### src/rtl/wstat_pkg.sv
package wstat_pkg;
    typedef enum logic [1:0] {
        OP_PROG  = 2'b00,
        OP_SECT  = 2'b01,
        OP_BLOCK = 2'b10,
        OP_CHIP  = 2'b11
    } op_kind_t;

    typedef enum logic [1:0] {
        ST_IDLE  = 2'b00,
        ST_PROG  = 2'b01,
        ST_ERASE = 2'b10
    } wstat_state_t;

    localparam int POLL_POS = 7;
    localparam int TGL_POS  = 6;
endpackage

### src/rtl/wstat_timer.sv
module wstat_timer #(
    parameter int CW = 8
) (
    input  logic          clk,
    input  logic          rst_n,
    input  logic          load,
    input  logic [CW-1:0] load_val,
    input  logic          run,
    output logic          expire
);
    logic [CW-1:0] cnt_q;

    always_ff @(posedge clk or negedge rst_n) begin
        if (!rst_n) begin
            cnt_q <= '0;
        end else if (load) begin
            cnt_q <= load_val;
        end else if (run && cnt_q != '0) begin
            cnt_q <= cnt_q - 1'b1;
        end
    end

    assign expire = (cnt_q == '0);
endmodule

### src/rtl/wstat_toggle.sv
module wstat_toggle #(
    parameter bit INIT = 1'b0
) (
    input  logic clk,
    input  logic rst_n,
    input  logic flip,
    output logic q
);
    always_ff @(posedge clk or negedge rst_n) begin
        if (!rst_n) begin
            q <= INIT;
        end else if (flip) begin
            q <= ~q;
        end
    end
endmodule

### src/rtl/wstat_rdmux.sv
module wstat_rdmux
    import wstat_pkg::*;
#(
    parameter int          DW   = 16,
    parameter logic [DW-1:0] FILL = '0
) (
    input  logic          busy,
    input  logic          poll_bit,
    input  logic          tgl_bit,
    input  logic [DW-1:0] arr_rdata,
    output logic [DW-1:0] rd_data
);
    for (genvar i = 0; i < DW; i++) begin : g_bit
        if (i == POLL_POS) begin : g_poll
            assign rd_data[i] = busy ? poll_bit : arr_rdata[i];
        end else if (i == TGL_POS) begin : g_tgl
            assign rd_data[i] = busy ? tgl_bit : arr_rdata[i];
        end else begin : g_fill
            assign rd_data[i] = busy ? FILL[i] : arr_rdata[i];
        end
    end
endmodule

### src/rtl/wstat_gen.sv
module wstat_gen
    import wstat_pkg::*;
#(
    parameter int            DW       = 16,
    parameter int            PROG_CYC = 280,
    parameter int            SECT_CYC = 1800,
    parameter int            CHIP_CYC = 7000,
    parameter bit            TGL_INIT = 1'b0,
    parameter logic [DW-1:0] FILL     = '0
) (
    input  logic          clk,
    input  logic          rst_n,
    input  logic          op_start,
    input  logic [1:0]    op_kind,
    input  logic [DW-1:0] op_wdata,
    input  logic          rd_stb,
    input  logic [DW-1:0] arr_rdata,
    output logic          busy,
    output logic          op_done,
    output logic [DW-1:0] rd_data
);
    localparam int MAX_A = (PROG_CYC > SECT_CYC) ? PROG_CYC : SECT_CYC;
    localparam int MAX_C = (MAX_A > CHIP_CYC) ? MAX_A : CHIP_CYC;
    localparam int CW    = (MAX_C < 2) ? 1 : $clog2(MAX_C);

    wstat_state_t  state_q, state_d;
    op_kind_t      kind;
    logic          load;
    logic [CW-1:0] load_val;
    logic          expire;
    logic          poll_inv_q;
    logic          poll_bit;
    logic          tgl_q;

    assign kind = op_kind_t'(op_kind);

    // state register
    always_ff @(posedge clk or negedge rst_n) begin
        if (!rst_n) begin
            state_q <= ST_IDLE;
        end else begin
            state_q <= state_d;
        end
    end

    // next state
    always_comb begin
        state_d = state_q;
        unique case (state_q)
            ST_IDLE: begin
                if (op_start) begin
                    state_d = (kind == OP_PROG) ? ST_PROG : ST_ERASE;
                end
            end
            ST_PROG, ST_ERASE: begin
                if (expire) begin
                    state_d = ST_IDLE;
                end
            end
            default: state_d = ST_IDLE;
        endcase
    end

    // outputs of the state machine
    always_comb begin
        busy     = 1'b0;
        op_done  = 1'b0;
        load     = 1'b0;
        poll_bit = 1'b0;
        unique case (state_q)
            ST_IDLE: begin
                load = op_start;
            end
            ST_PROG: begin
                busy     = 1'b1;
                op_done  = expire;
                poll_bit = poll_inv_q;
            end
            ST_ERASE: begin
                busy     = 1'b1;
                op_done  = expire;
                poll_bit = 1'b0;
            end
            default: ;
        endcase
    end

    always_comb begin
        unique case (kind)
            OP_PROG:          load_val = CW'(PROG_CYC - 1);
            OP_SECT, OP_BLOCK: load_val = CW'(SECT_CYC - 1);
            OP_CHIP:          load_val = CW'(CHIP_CYC - 1);
            default:          load_val = CW'(PROG_CYC - 1);
        endcase
    end

    // polarity bit captured with the start pulse
    always_ff @(posedge clk or negedge rst_n) begin
        if (!rst_n) begin
            poll_inv_q <= 1'b0;
        end else if (load) begin
            poll_inv_q <= ~op_wdata[POLL_POS];
        end
    end

    wstat_timer #(.CW(CW)) u_timer (
        .clk      (clk),
        .rst_n    (rst_n),
        .load     (load),
        .load_val (load_val),
        .run      (busy),
        .expire   (expire)
    );

    wstat_toggle #(.INIT(TGL_INIT)) u_toggle (
        .clk   (clk),
        .rst_n (rst_n),
        .flip  (busy && rd_stb),
        .q     (tgl_q)
    );

    wstat_rdmux #(.DW(DW), .FILL(FILL)) u_rdmux (
        .busy      (busy),
        .poll_bit  (poll_bit),
        .tgl_bit   (tgl_q),
        .arr_rdata (arr_rdata),
        .rd_data   (rd_data)
    );
endmodule

### config.mk
export PLATFORM = sky130hd
export DESIGN_NAME = wstat_gen
export DESIGN_NICKNAME = d
export VERILOG_FILES = /design/src/rtl/wstat_pkg.sv /design/src/rtl/wstat_timer.sv /design/src/rtl/wstat_toggle.sv /design/src/rtl/wstat_rdmux.sv /design/src/rtl/wstat_gen.sv
export SDC_FILE = /design/constraint.sdc
export NUM_CORES = 1
export LEC_CHECK = 0
export BUFFER_PORTS_ARGS = -buffer_cell sky130_fd_sc_hd__buf_2
export CAP_MARGIN = 20
export CELL_PAD_IN_SITES_DETAIL_PLACEMENT = 0
export CELL_PAD_IN_SITES_GLOBAL_PLACEMENT = 1
export CORE_ASPECT_RATIO = 2
export CORE_MARGIN = 5
export CORE_UTILIZATION = 36
export DETAILED_ROUTE_END_ITERATION = 7
export MAX_ROUTING_LAYER = met4
export PLACE_DENSITY = 0.92
export SLEW_MARGIN = 20
export SYNTH_ARGS = -nofsm -noshare
export SYNTH_HDL_FRONTEND = slang
export SYNTH_HIERARCHICAL = 1
export SYNTH_SLANG_ARGS = --single-unit
### constraint.sdc
create_clock -name clk -period 3.3 [get_ports clk]
set_clock_uncertainty 0.15 [all_clocks]
set_input_delay 0.33 -clock clk [delete_from_list [all_inputs] [get_ports clk]]
set_output_delay 0.33 -clock clk [all_outputs]
set_load 0.01 [all_outputs]
==> metrics.md, run 1 <==
| Metric | Value |
|---|---|
| Yosys warns | 6 |
| Register-to-Register Path Depth | 6 |
| Initial antenna violation count | 0 |
| Number of diodes | 0 |
| Root Buffer | clkbuf_8 |
| I/O Pins | 56 |
| Routed length per instance | 12.2 um |
| Clock group share of total power | 0.111 |
| Final setup violating endpoints | 0 |
| Final hold vios | 0 |
| Max VDD drop | 0.000303 V |
| Placed Cells | 239 |
| CP required | 2.82 ns |
| Fin cells | 244 |
| Outcome | finished clean |
| Hold Crit Start | op_wdata[7] |
| Clk sinks | 17 |
| Post-layout net count | 241 |
| RR Startpoint | state_q[0] |
| Layout cells sized above 1 | 0.291 |
| Gate power share | 0.589 |
| Simple-gate share of the synthesized area | 0.346 |
| F_max | 0.412 GHz |
| Ys async rst share | 1.00 |
| DIE HEIGHT | 94.7 um |
| H-tree Lvls | 1 |
| Mux cell area share after synthesis | 0.0426 |
| Dominant cells by area after synthesis | dfrtp_1 33%, nor2b_1 6.8%, ha_1 5.8% |
| # rows | 30 |
| Reg area | 425 um^2 |
| Final GP Congestion | 0.806 |
| Most common cell after layout, fill and taps aside | buf_2 |
| Hold_ws | 0.0914 ns |
| DRC violations left | 0 |
| Sequential share of the synthesized area | 0.329 |
| Final Max Slew Viols | 0 |
| 1st-pass router iterations | 4 |
| Internal Pwr Total | 0.770 mW |
| Synthesis-to-finish area growth | 25.1% |
| Startpoint types | flop |
| Worst Hold End | poll_inv_q |
| Adder-cell share of the synthesized area | 0.0581 |
| Area of placed instances | 0.00156 mm^2 |
| Post-synthesis cell area | 0.00129 mm^2 |
| CTS Hold Bufs | 1 |
| Crit path kind | reg2out |
| RSZ-0062 raised after global routing | false |
| Port Buffer Count | 40 |
| Drt total wl | 2990 um |
| Vias in the first global route | 1178 |
| Post-synth EDFFs | 0 |
| #FFs+latches synth | 17 |
| Routed via count | 1194 |
| Die width | 52.4 um |
| Cts bufs inserted | 3 |
| Multi-input gate area | 811 um^2 |
| Final ANT Viol Nets | 0 |
| Setup bufs post-CTS | 0 |
| GRT Total Usage | 0.135 |
| Post_cts resized | 0 |
| Overall power | 1.40 mW |
| Crit-path max FO | 6 |
| Yosys top cell by area | dfrtp_1 |
| Compound-Gate Fraction of Synth Area | 0.147 |
| Cell variety after synth | 45 |
| Clock tree from TritonCTS | built |
| DP Wirelength | 2400 um |
| Hold Path Class | in2reg |
| Clock slew at reported path FFs | 0.07 ns |
| Max cap viols | 0 |
| Synth Area in XOR/XNOR | 0.0136 |
| First-pass GRT wire length | 4930 um |
| Final period util | 0.735 |
| Worst setup EP type | primary output |
| Initial Util | 0.378 |
| R2r setup slk | 1.15 ns |
| WHS Path Cells | 2 |
| Main combinational cell family by area after synthesis | simple AND/OR/NAND/NOR gates |
| CTS max path bufs | 2 |
| Cell Pwr Density | 866 mW/mm^2 |
| Synthesized instance count | 149 |
| Post-DR vias/cell | 4.89 |
| Synth top area share | 0.329 |
| Switch share | 0.450 |
| Most frequent cells in the layout | 40 x buf_2, 17 x dfrtp_1, 15 x inv_1, 14 x nor2_1, 14 x nor2b_1 |
| Net Sw Power | 0.630 mW |
| Commonest register cell after synthesis | dfrtp_1 |
| Starting DRT DRC Count | 31 |
| Core Area | 0.00342 mm^2 |
| Reg2Reg Capture Point | u_timer/cnt_q[11] |
| Lkg Pwr | 0.811 nW |
| Reg power frac | 0.300 |
| Fin area | 0.00162 mm^2 |
| Worst Path Arrival | 1.94 ns |
| Clk_lat worst skew | 0.25 ns |
| Largest net degree at the start of global routing | 35 |
| Post-layout min period | 2.42 ns |
| Die area | 0.00496 mm^2 |
| Setup_tns | 0 ns |
| Fill cell count | 348 |
| Mean Syn Cell Area | 8.67 um^2 |
| Grt ovf | 0 |
==> state kept, by name, indices dropped and copies added, names as in the netlist <==
| register | cells |
|---|---|
| poll_inv_q | 1 |
| u_timer/cnt_q | 13 |
| u_toggle/q | 1 |
| state_q | 2 |
==> metrics by stage <==
step | utilization | setup WS, ns
global route | 0.473 | 0.694
global placement | 0.457 | 1.14
detailed placement | 0.457 | 1.13
finish | 0.473 | 0.876
floorplan | - | 1.09
CTS | 0.473 | 0.843
==> area by class of cell <==
| type | instances | share of cell area |
|---|---|---|
| Clock inverter | 1 | 0.00310 |
| Multi-Input combinational cell | 118 | 0.502 |
| Inverter | 15 | 0.0348 |
| Sequential cell | 17 | 0.263 |
| Clock buffer | 3 | 0.0255 |
| Tap cell | 48 | 0.0372 |
| Timing Repair Buffer | 42 | 0.135 |
==> cell families (layout without fill, tap and decap cells) <==
logic type | count (synthesis) | count (layout)
and+or+nand+nor | 69 | 69
AOI/OAI and AO/OA | 29 | 29
buffers and inverters | 19 | 61
DFF | 17 | 17
adders and majority gates | 6 | 6
muxes | 5 | 5
other | 2 | 7
xor gates and xnor gates | 2 | 2
==> synth_stat cells (all sizes together) (3+ instances only) <==
cell type and instances:
nand2b 3, inv 15, nand4 5, clkbuf 3, and2 8, ha 6, dfrtp 17, nor2b 14
mux2 4, nor2 14, nand2 12, o21ai 9, a21oi 6
==> worst max-delay path: stages (launching register included) <==
cell and delay (ns):
dfrtp_1 0.41, inv_1 0.09, ha_1 0.18, nor4b_4 0.41, nand4_4 0.21, inv_1 0.13, and2_1 0.13, buf_2 0.12
==> power groups by stage <==
stage / Combinational [mW] / Sequential, mW / Clock [mW]
global route: 0.936 / 0.435 / 0.171
finish: 0.825 / 0.420 / 0.155
CTS: 0.840 / 0.421 / 0.165
detailed placement: 0.837 / 0.424 / 0
floorplan: 0.625 / 0.399 / 0
global placement: 0.820 / 0.421 / 0
==> layer usage <==
metal	track usage	up-vias	wire, um	part of all wire
met4	0.0725	0	85	0.028
met2	0.248	45	1620	0.54
met3	0.0284	6	238	0.080
li1	-	591	-	-
met1	0.123	552	1040	0.35
met5	-	-	0	0
==> how the worst max path moves through the flow <==
stage,start,end,slack [ns],depth (start not counted)
2_1_floorplan,state_q[0],u_timer/cnt_q[12],1.09,6
3_3_place_gp,u_timer/cnt_q[0],op_done,1.14,7
3_5_place_dp,u_timer/cnt_q[0],op_done,1.13,7
4_1_cts,u_timer/cnt_q[0],op_done,0.84,7
5_1_grt,u_timer/cnt_q[0],op_done,0.69,7
6_report,u_timer/cnt_q[0],op_done,0.88,7
No activity file was read; power rests on OpenSTA's default activity.
==> inputs of run 2 (changes only) <==
--- a/config.mk
+++ b/config.mk
@@ -11,10 +11,10 @@
 export CELL_PAD_IN_SITES_GLOBAL_PLACEMENT = 1
 export CORE_ASPECT_RATIO = 2
 export CORE_MARGIN = 5
-export CORE_UTILIZATION = 36
+export CORE_UTILIZATION = 34
 export DETAILED_ROUTE_END_ITERATION = 7
 export MAX_ROUTING_LAYER = met4
-export PLACE_DENSITY = 0.92
+export PLACE_DENSITY = 0.88
 export SLEW_MARGIN = 20
 export SYNTH_ARGS = -nofsm -noshare
 export SYNTH_HDL_FRONTEND = slang
==> constraint.sdc (replaced) <==
create_clock -name clk -period 2.5 [get_ports clk]
set_clock_uncertainty 0.15 [all_clocks]
set_input_delay 0.25 -clock clk [delete_from_list [all_inputs] [get_ports clk]]
set_output_delay 0.25 -clock clk [all_outputs]
set_load 0.01 [all_outputs]
==> run 2 against run 1 <==
Against the previous run: register-to-register slack worse by 0.77 ns; via count is 0.59% lower; design area is 1.6% higher; sequential power is 32% higher.
==> metrics.md, run 2 (synthesis results as in run 1) <==
| Metric | Value |
|---|---|
| Layout cells sized above 1 | 0.296 |
| Fin cells | 248 |
| Final hold vios | 0 |
| CP required | 2.10 ns |
| Crit-path max FO | 6 |
| Top Family by Delay on Critical Path | simple AND/OR/NAND/NOR gates |
| Vias in the first global route | 1138 |
| Cts bufs inserted | 3 |
| Area of placed instances | 0.00158 mm^2 |
| Post_cts resized | 0 |
| Post-layout min period | 2.21 ns |
| Net Sw Power | 0.847 mW |
| Largest net degree at the start of global routing | 27 |
| Reg with most FFs | u_timer/cnt_q |
| Starting DRT DRC Count | 4 |
| Max reg flops | 13 |
| # rows | 31 |
| Reg area | 425 um^2 |
| Final core occ | 0.451 |
| Die width | 53.6 um |
| Worst Path Arrival | 1.81 ns |
| Post-DR vias/cell | 4.79 |
| Core Area | 0.00365 mm^2 |
| Clock slew at reported path FFs | 0.07 ns |
| Initial Util | 0.354 |
| DP Wirelength | 2550 um |
| Setup_tns | 0 ns |
| GRT Total Usage | 0.128 |
| Drt total wl | 3110 um |
| Post-layout net count | 244 |
| DRC violations left | 0 |
| Grt ovf | 0 |
| Final GP Congestion | 0.794 |
| Placed Cells | 242 |
| WP buf/inv | 3 |
| Routed length per instance | 12.6 um |
| Final ANT Viol Nets | 0 |
| CP most frequent cell | inv_1 |
| Lkg Pwr | 0.825 nW |
| Startpoint types | flop |
| First-pass GRT wire length | 4970 um |
| Root Buffer | clkbuf_8 |
| Fin area | 0.00164 mm^2 |
| Clock group share of total power | 0.112 |
| Max cap viols | 0 |
| Cell Pwr Density | 1140 mW/mm^2 |
| Internal Pwr Total | 1.03 mW |
| Hold Path Class | in2reg |
| CTS max path bufs | 2 |
| Outcome | finished clean |
| Largest regs | u_timer/cnt_q x13, state_q x2 |
| Most frequent cells in the layout | 40 x buf_2, 17 x dfrtp_1, 15 x inv_1, 14 x nor2_1, 14 x nor2b_1 |
| Final setup violating endpoints | 0 |
| Clk sinks | 17 |
| Most common cell after layout, fill and taps aside | buf_2 |
| Critical path's largest stage delay | 0.42 ns |
| Final Max Slew Viols | 0 |
| Die area | 0.00521 mm^2 |
| Max VDD drop | 0.000371 V |
| Gate power share | 0.593 |
| Routed via count | 1187 |
| F_max | 0.453 GHz |
| Reg power frac | 0.295 |
| H-tree Lvls | 1 |
| Final period util | 0.884 |
| Port Buffer Count | 40 |
| RSZ-0062 raised after global routing | false |
| 1st-pass router iterations | 4 |
| Synthesis-to-finish area growth | 27.1% |
| Crit path cell chain | inv_1 -> ha_1 -> nor4b_4 -> nand4_4 -> inv_1 -> and2_1 -> buf_2 |
| Fill cell count | 402 |
| Slowest-stage cell, CP | dfrtp_1 |
| Worst setup EP type | primary output |
| Clk_lat worst skew | 0.25 ns |
| Multi-input gate area | 811 um^2 |
| Crit path kind | reg2out |
| DIE HEIGHT | 97.2 um |
| Initial antenna violation count | 0 |
| Number of diodes | 0 |
| Clock tree from TritonCTS | built |
| I/O Pins | 56 |
| Switch share | 0.452 |
==> run 2: cell types whose count changed in the layout (fill, tap and decap cells not counted) <==
cell and delta:
dlygate4sd3_1 +1, buf_4 +2
==> run 2: worst reg2reg max path: stages (launching register included) <==
cell and delay [ns]:
dfrtp_1 0.37, inv_1 0.05, ha_1 0.33, nor4b_2 0.36
and3_1 0.32, nor2_1 0.07, or3b_1 0.34
==> run 2: routing by layer <==
layer / share of wire / up-vias / track usage / routed length (um)
met2: 0.58 / 38 / 0.245 / 1820
met5: 0 / - / - / 0
met3: 0.067 / 4 / 0.0261 / 210
met4: 0.013 / 0 / 0.0472 / 42
met1: 0.33 / 546 / 0.114 / 1040
li1: - / 599 / - / -
==> run 2: repair_timing <==
item	4_1_cts	5_1_grt
setup buffers	0	0
endpoints found under the hold margin	18	0
hold buffers	2	0
setup endpoints to repair	0	0
==> run 2: stage by stage <==
stage | worst slack [ns] | hold WS (ns) | total power [mW]
global route | 0.153 | 0.146 | 2.05
finish | 0.291 | 0.138 | 1.87
global placement | 0.396 | 0.0536 | 1.66
floorplan | 0.285 | -0.196 | 1.35
CTS | 0.259 | 0.135 | 1.91
detailed placement | 0.377 | 0.0540 | 1.69
==> run 2: area by class of cell <==
type                    count  share of cell area
multi-input cells         118               0.494
flip-flops and latches     17               0.259
repair buffers             45               0.148
well taps                  49              0.0373
inverters                  15              0.0343
clock buffers               3              0.0251
clock inverters             1             0.00305
==> run 2: power groups by stage <==
| stage | Sequential (mW) | Combinational [mW] | Clock (mW) |
|---|---|---|---|
| after floorplan | 0.527 | 0.825 | 0 |
| after global placement | 0.554 | 1.10 | 0 |
| after detailed placement | 0.560 | 1.13 | 0 |
| after CTS | 0.555 | 1.13 | 0.218 |
| after global routing | 0.577 | 1.24 | 0.232 |
| final | 0.553 | 1.11 | 0.210 |
==> run 2: path summary, 6_finish.rpt <==
path | end | slack [ns] | startpoint | cells after the start
max | op_done | 0.29 | u_timer/cnt_q[0] | 7
min | u_toggle/q | 0.14 | rd_stb | 3
max reg2reg | u_timer/cnt_q[11] | 0.38 | state_q[0] | 6
min reg2reg | u_toggle/q | 0.31 | u_toggle/q | 1
max in group asynchronous | u_timer/cnt_q[8] | 1.60 | rst_n | 2
min in group asynchronous | u_timer/cnt_q[4] | 0.32 | rst_n | 2
==> inputs of run 3 (changes only) <==
--- a/config.mk
+++ b/config.mk
@@ -11,12 +11,11 @@
 export CELL_PAD_IN_SITES_GLOBAL_PLACEMENT = 1
 export CORE_ASPECT_RATIO = 2
 export CORE_MARGIN = 5
-export CORE_UTILIZATION = 34
+export CORE_UTILIZATION = 33
 export DETAILED_ROUTE_END_ITERATION = 7
 export MAX_ROUTING_LAYER = met4
-export PLACE_DENSITY = 0.88
+export PLACE_DENSITY = 0.86
 export SLEW_MARGIN = 20
 export SYNTH_ARGS = -nofsm -noshare
 export SYNTH_HDL_FRONTEND = slang
-export SYNTH_HIERARCHICAL = 1
 export SYNTH_SLANG_ARGS = --single-unit
==> constraint.sdc (replaced) <==
create_clock -name clk -period 2.5 [get_ports clk]
set_clock_uncertainty 0.15 [all_clocks]
set_input_delay 0.25 -clock clk [delete_from_list [all_inputs] [get_ports clk]]
set_output_delay 0.25 -clock clk [all_outputs]
set_load 0.1 [all_outputs]
==> run 3 against run 2 <==
Against the previous run: utilization grew 0.56 points; non-clock buffer count increased by 3; cell count down 9.7%; critical endpoint is now rd_data[6]; design area is 0.91% lower; critical path type unchanged; global-route usage grew 1.1 points; highest routed layer unchanged; register-to-register slack worse by 0.11 ns.
==> metrics.md, run 3 <==
| Metric | Value |
|---|---|
| Reg with most FFs | u_timer.cnt_q |
| Crit path kind | reg2out |
| Worst setup EP type | primary output |
| Crit-path max FO | 19 |
| I/O Pins | 56 |
| Post-DR vias/cell | 4.95 |
| Number of diodes | 0 |
| Hold Path Class | in2reg |
| Max cap viols | 0 |
| RSZ-0062 raised after global routing | false |
| Most frequent cells in the layout | 39 x buf_2, 17 x dfrtp_1, 14 x nor2b_2, 13 x nand2_1, 10 x inv_1 |
| Post-synth top cells | 17 x dfrtp_1, 14 x nor2b_1, 13 x nand2_1 |
| Final setup violating endpoints | 0 |
| # rows | 31 |
| Area of placed instances | 0.00157 mm^2 |
| Die area | 0.00502 mm^2 |
| DIE HEIGHT | 95.3 um |
| Max reg flops | 13 |
| Cell variety after synth | 38 |
| Dominant cells by area after synthesis | dfrtp_1 35%, ha_1 7.3%, nor2b_1 7.3% |
| Post-layout min period | 2.33 ns |
| Largest regs | u_timer.cnt_q x13, state_q x2 |
| DP Wirelength | 2590 um |
| Most common cell after layout, fill and taps aside | buf_2 |
| Clock tree from TritonCTS | built |
| R2r setup slk | 0.27 ns |
| GRT Total Usage | 0.139 |
| Max_slew headroom | 0.670 |
| WP buf/inv | 3 |
| Sequential share of the synthesized area | 0.354 |
| Cell with the most instances after synthesis | dfrtp_1 |
| Grt ovf | 0 |
| #FFs+latches synth | 17 |
| Layout cells sized above 1 | 0.446 |
| CP required | 2.10 ns |
| Port Buffer Count | 40 |
| Routed via count | 1109 |
| Commonest register cell after synthesis | dfrtp_1 |
| Post-synth EDFFs | 0 |
| Final hold vios | 0 |
| Routed length per instance | 14.3 um |
| Clock slew at reported path FFs | 0.07 ns |
| Worst Path Arrival | 1.93 ns |
| Clk_lat worst skew | 0.25 ns |
| Drt total wl | 3190 um |
| Fill cell count | 373 |
| H-tree Lvls | 1 |
| Final GP Congestion | 0.807 |
| Initial antenna violation count | 0 |
| Outcome | finished clean |
| Syn_nets | 172 |
| Ys async rst share | 1.00 |
| Die width | 52.7 um |
| Slowest-stage cell, CP | ha_2 |
| Final Max Slew Viols | 0 |
| Final ANT Viol Nets | 0 |
| Measured slew at the worst slew-check pin | 0.499 ns |
| F_max | 0.429 GHz |
| Mean Syn Cell Area | 9.46 um^2 |
| Synthesis-to-finish area growth | 35.5% |
| Post-layout net count | 221 |
| Initial Util | 0.337 |
| Yosys warns | 0 |
| Crit path cell chain | inv_1 -> ha_2 -> buf_12 -> mux2_2 -> buf_2 |
| Synth top area share | 0.354 |
| DRC violations left | 0 |
| CTS max path bufs | 2 |
| Yosys top cell by area | dfrtp_1 |
| Largest net degree at the start of global routing | 20 |
| Core Area | 0.00357 mm^2 |
| Fin area | 0.00163 mm^2 |
| Top Family by Delay on Critical Path | buffers and inverters |
| Root Buffer | clkbuf_8 |
| 1st-pass router iterations | 4 |
| Synthesized instance count | 127 |
| Starting DRT DRC Count | 12 |
| Post-synthesis cell area | 0.00120 mm^2 |
| Vias in the first global route | 1135 |
| Clk sinks | 17 |
| Final period util | 0.931 |
| First-pass GRT wire length | 5030 um |
| Critical path's largest stage delay | 0.42 ns |
| Cts bufs inserted | 3 |
| Startpoint types | flop |
-- run 3: changes by cell type after synthesis, moves of 3 or more --
cell / change
inv_1: -5
nor2_1: -8
mux2i_1: +3
o21ai_0: -5
nand4_1: -3
nor3_1: +3
and2_1: -5
nand3_1: +3
a31oi_1: +5
xnor2_1: +4
-- run 3: kinds of logic (layout without fill, tap and decap cells) --
kind of cell / Yosys count / in the layout / synth area share
simple gates: 54 / 54 / 0.290
compound gates: 25 / 25 / 0.157
flops: 17 / 17 / 0.354
buf+inv: 14 / 62 / 0.0469
fa+ha+maj: 7 / 7 / 0.0729
xor+xnor: 5 / 5 / 0.0365
mux: 5 / 5 / 0.0427
-- run 3: per-stage QoR --
step           hold slack, ns  utilization  TNS [ns]  worst slack, ns  std cells
2_1_floorplan          -0.196            -   -0.0268          -0.0268        127
3_3_place_gp           0.0500        0.441         0            0.275        219
3_5_place_dp           0.0542        0.441         0            0.274        219
4_1_cts                0.0388        0.456         0            0.153        224
5_1_grt                0.0480        0.456         0           0.0846        224
6_report               0.0349        0.456         0            0.171        224
-- run 3: worst paths after layout --
kind	endpoint	start	cells after the start
setup / recovery	rd_data[6]	state_q[0]	5
hold / removal	poll_inv_q	op_wdata[7]	2
setup reg to reg	u_timer.cnt_q[5]	state_q[0]	6
hold reg to reg	u_toggle.q	u_toggle.q	1
max in group asynchronous	u_timer.cnt_q[0]	rst_n	2
min in group asynchronous	u_toggle.q	rst_n	2
-- run 3: what timing repair did --
item                      4_1_cts  5_1_grt
resized for setup               0        0
hold buffers                    1        0
hold endpoints to repair       17        0
buffers inserted                0        0
-- run 3: layout make-up --
class	count	area, um^2	area share
clock buffer	4	45.0	0.0277
inverter	10	37.5	0.0231
multi-input combinational	96	768	0.472
sequential	17	425	0.261
tap	49	61.3	0.0377
timing repair buffer	48	290	0.178
-- run 3: metal layers --
layer	global-route usage	routed length (um)	up-vias	part of all wire
li1	-	-	543	-
met1	0.115	1140	520	0.36
met2	0.278	1770	42	0.55
met3	0.0266	239	4	0.075
met4	0.0597	44	0	0.014
met5	-	0	-	0
Power of run 3 is left out: the tool's default activity adds up to more than one toggle a clock period on the data nets, which glitch-free logic cannot reach.
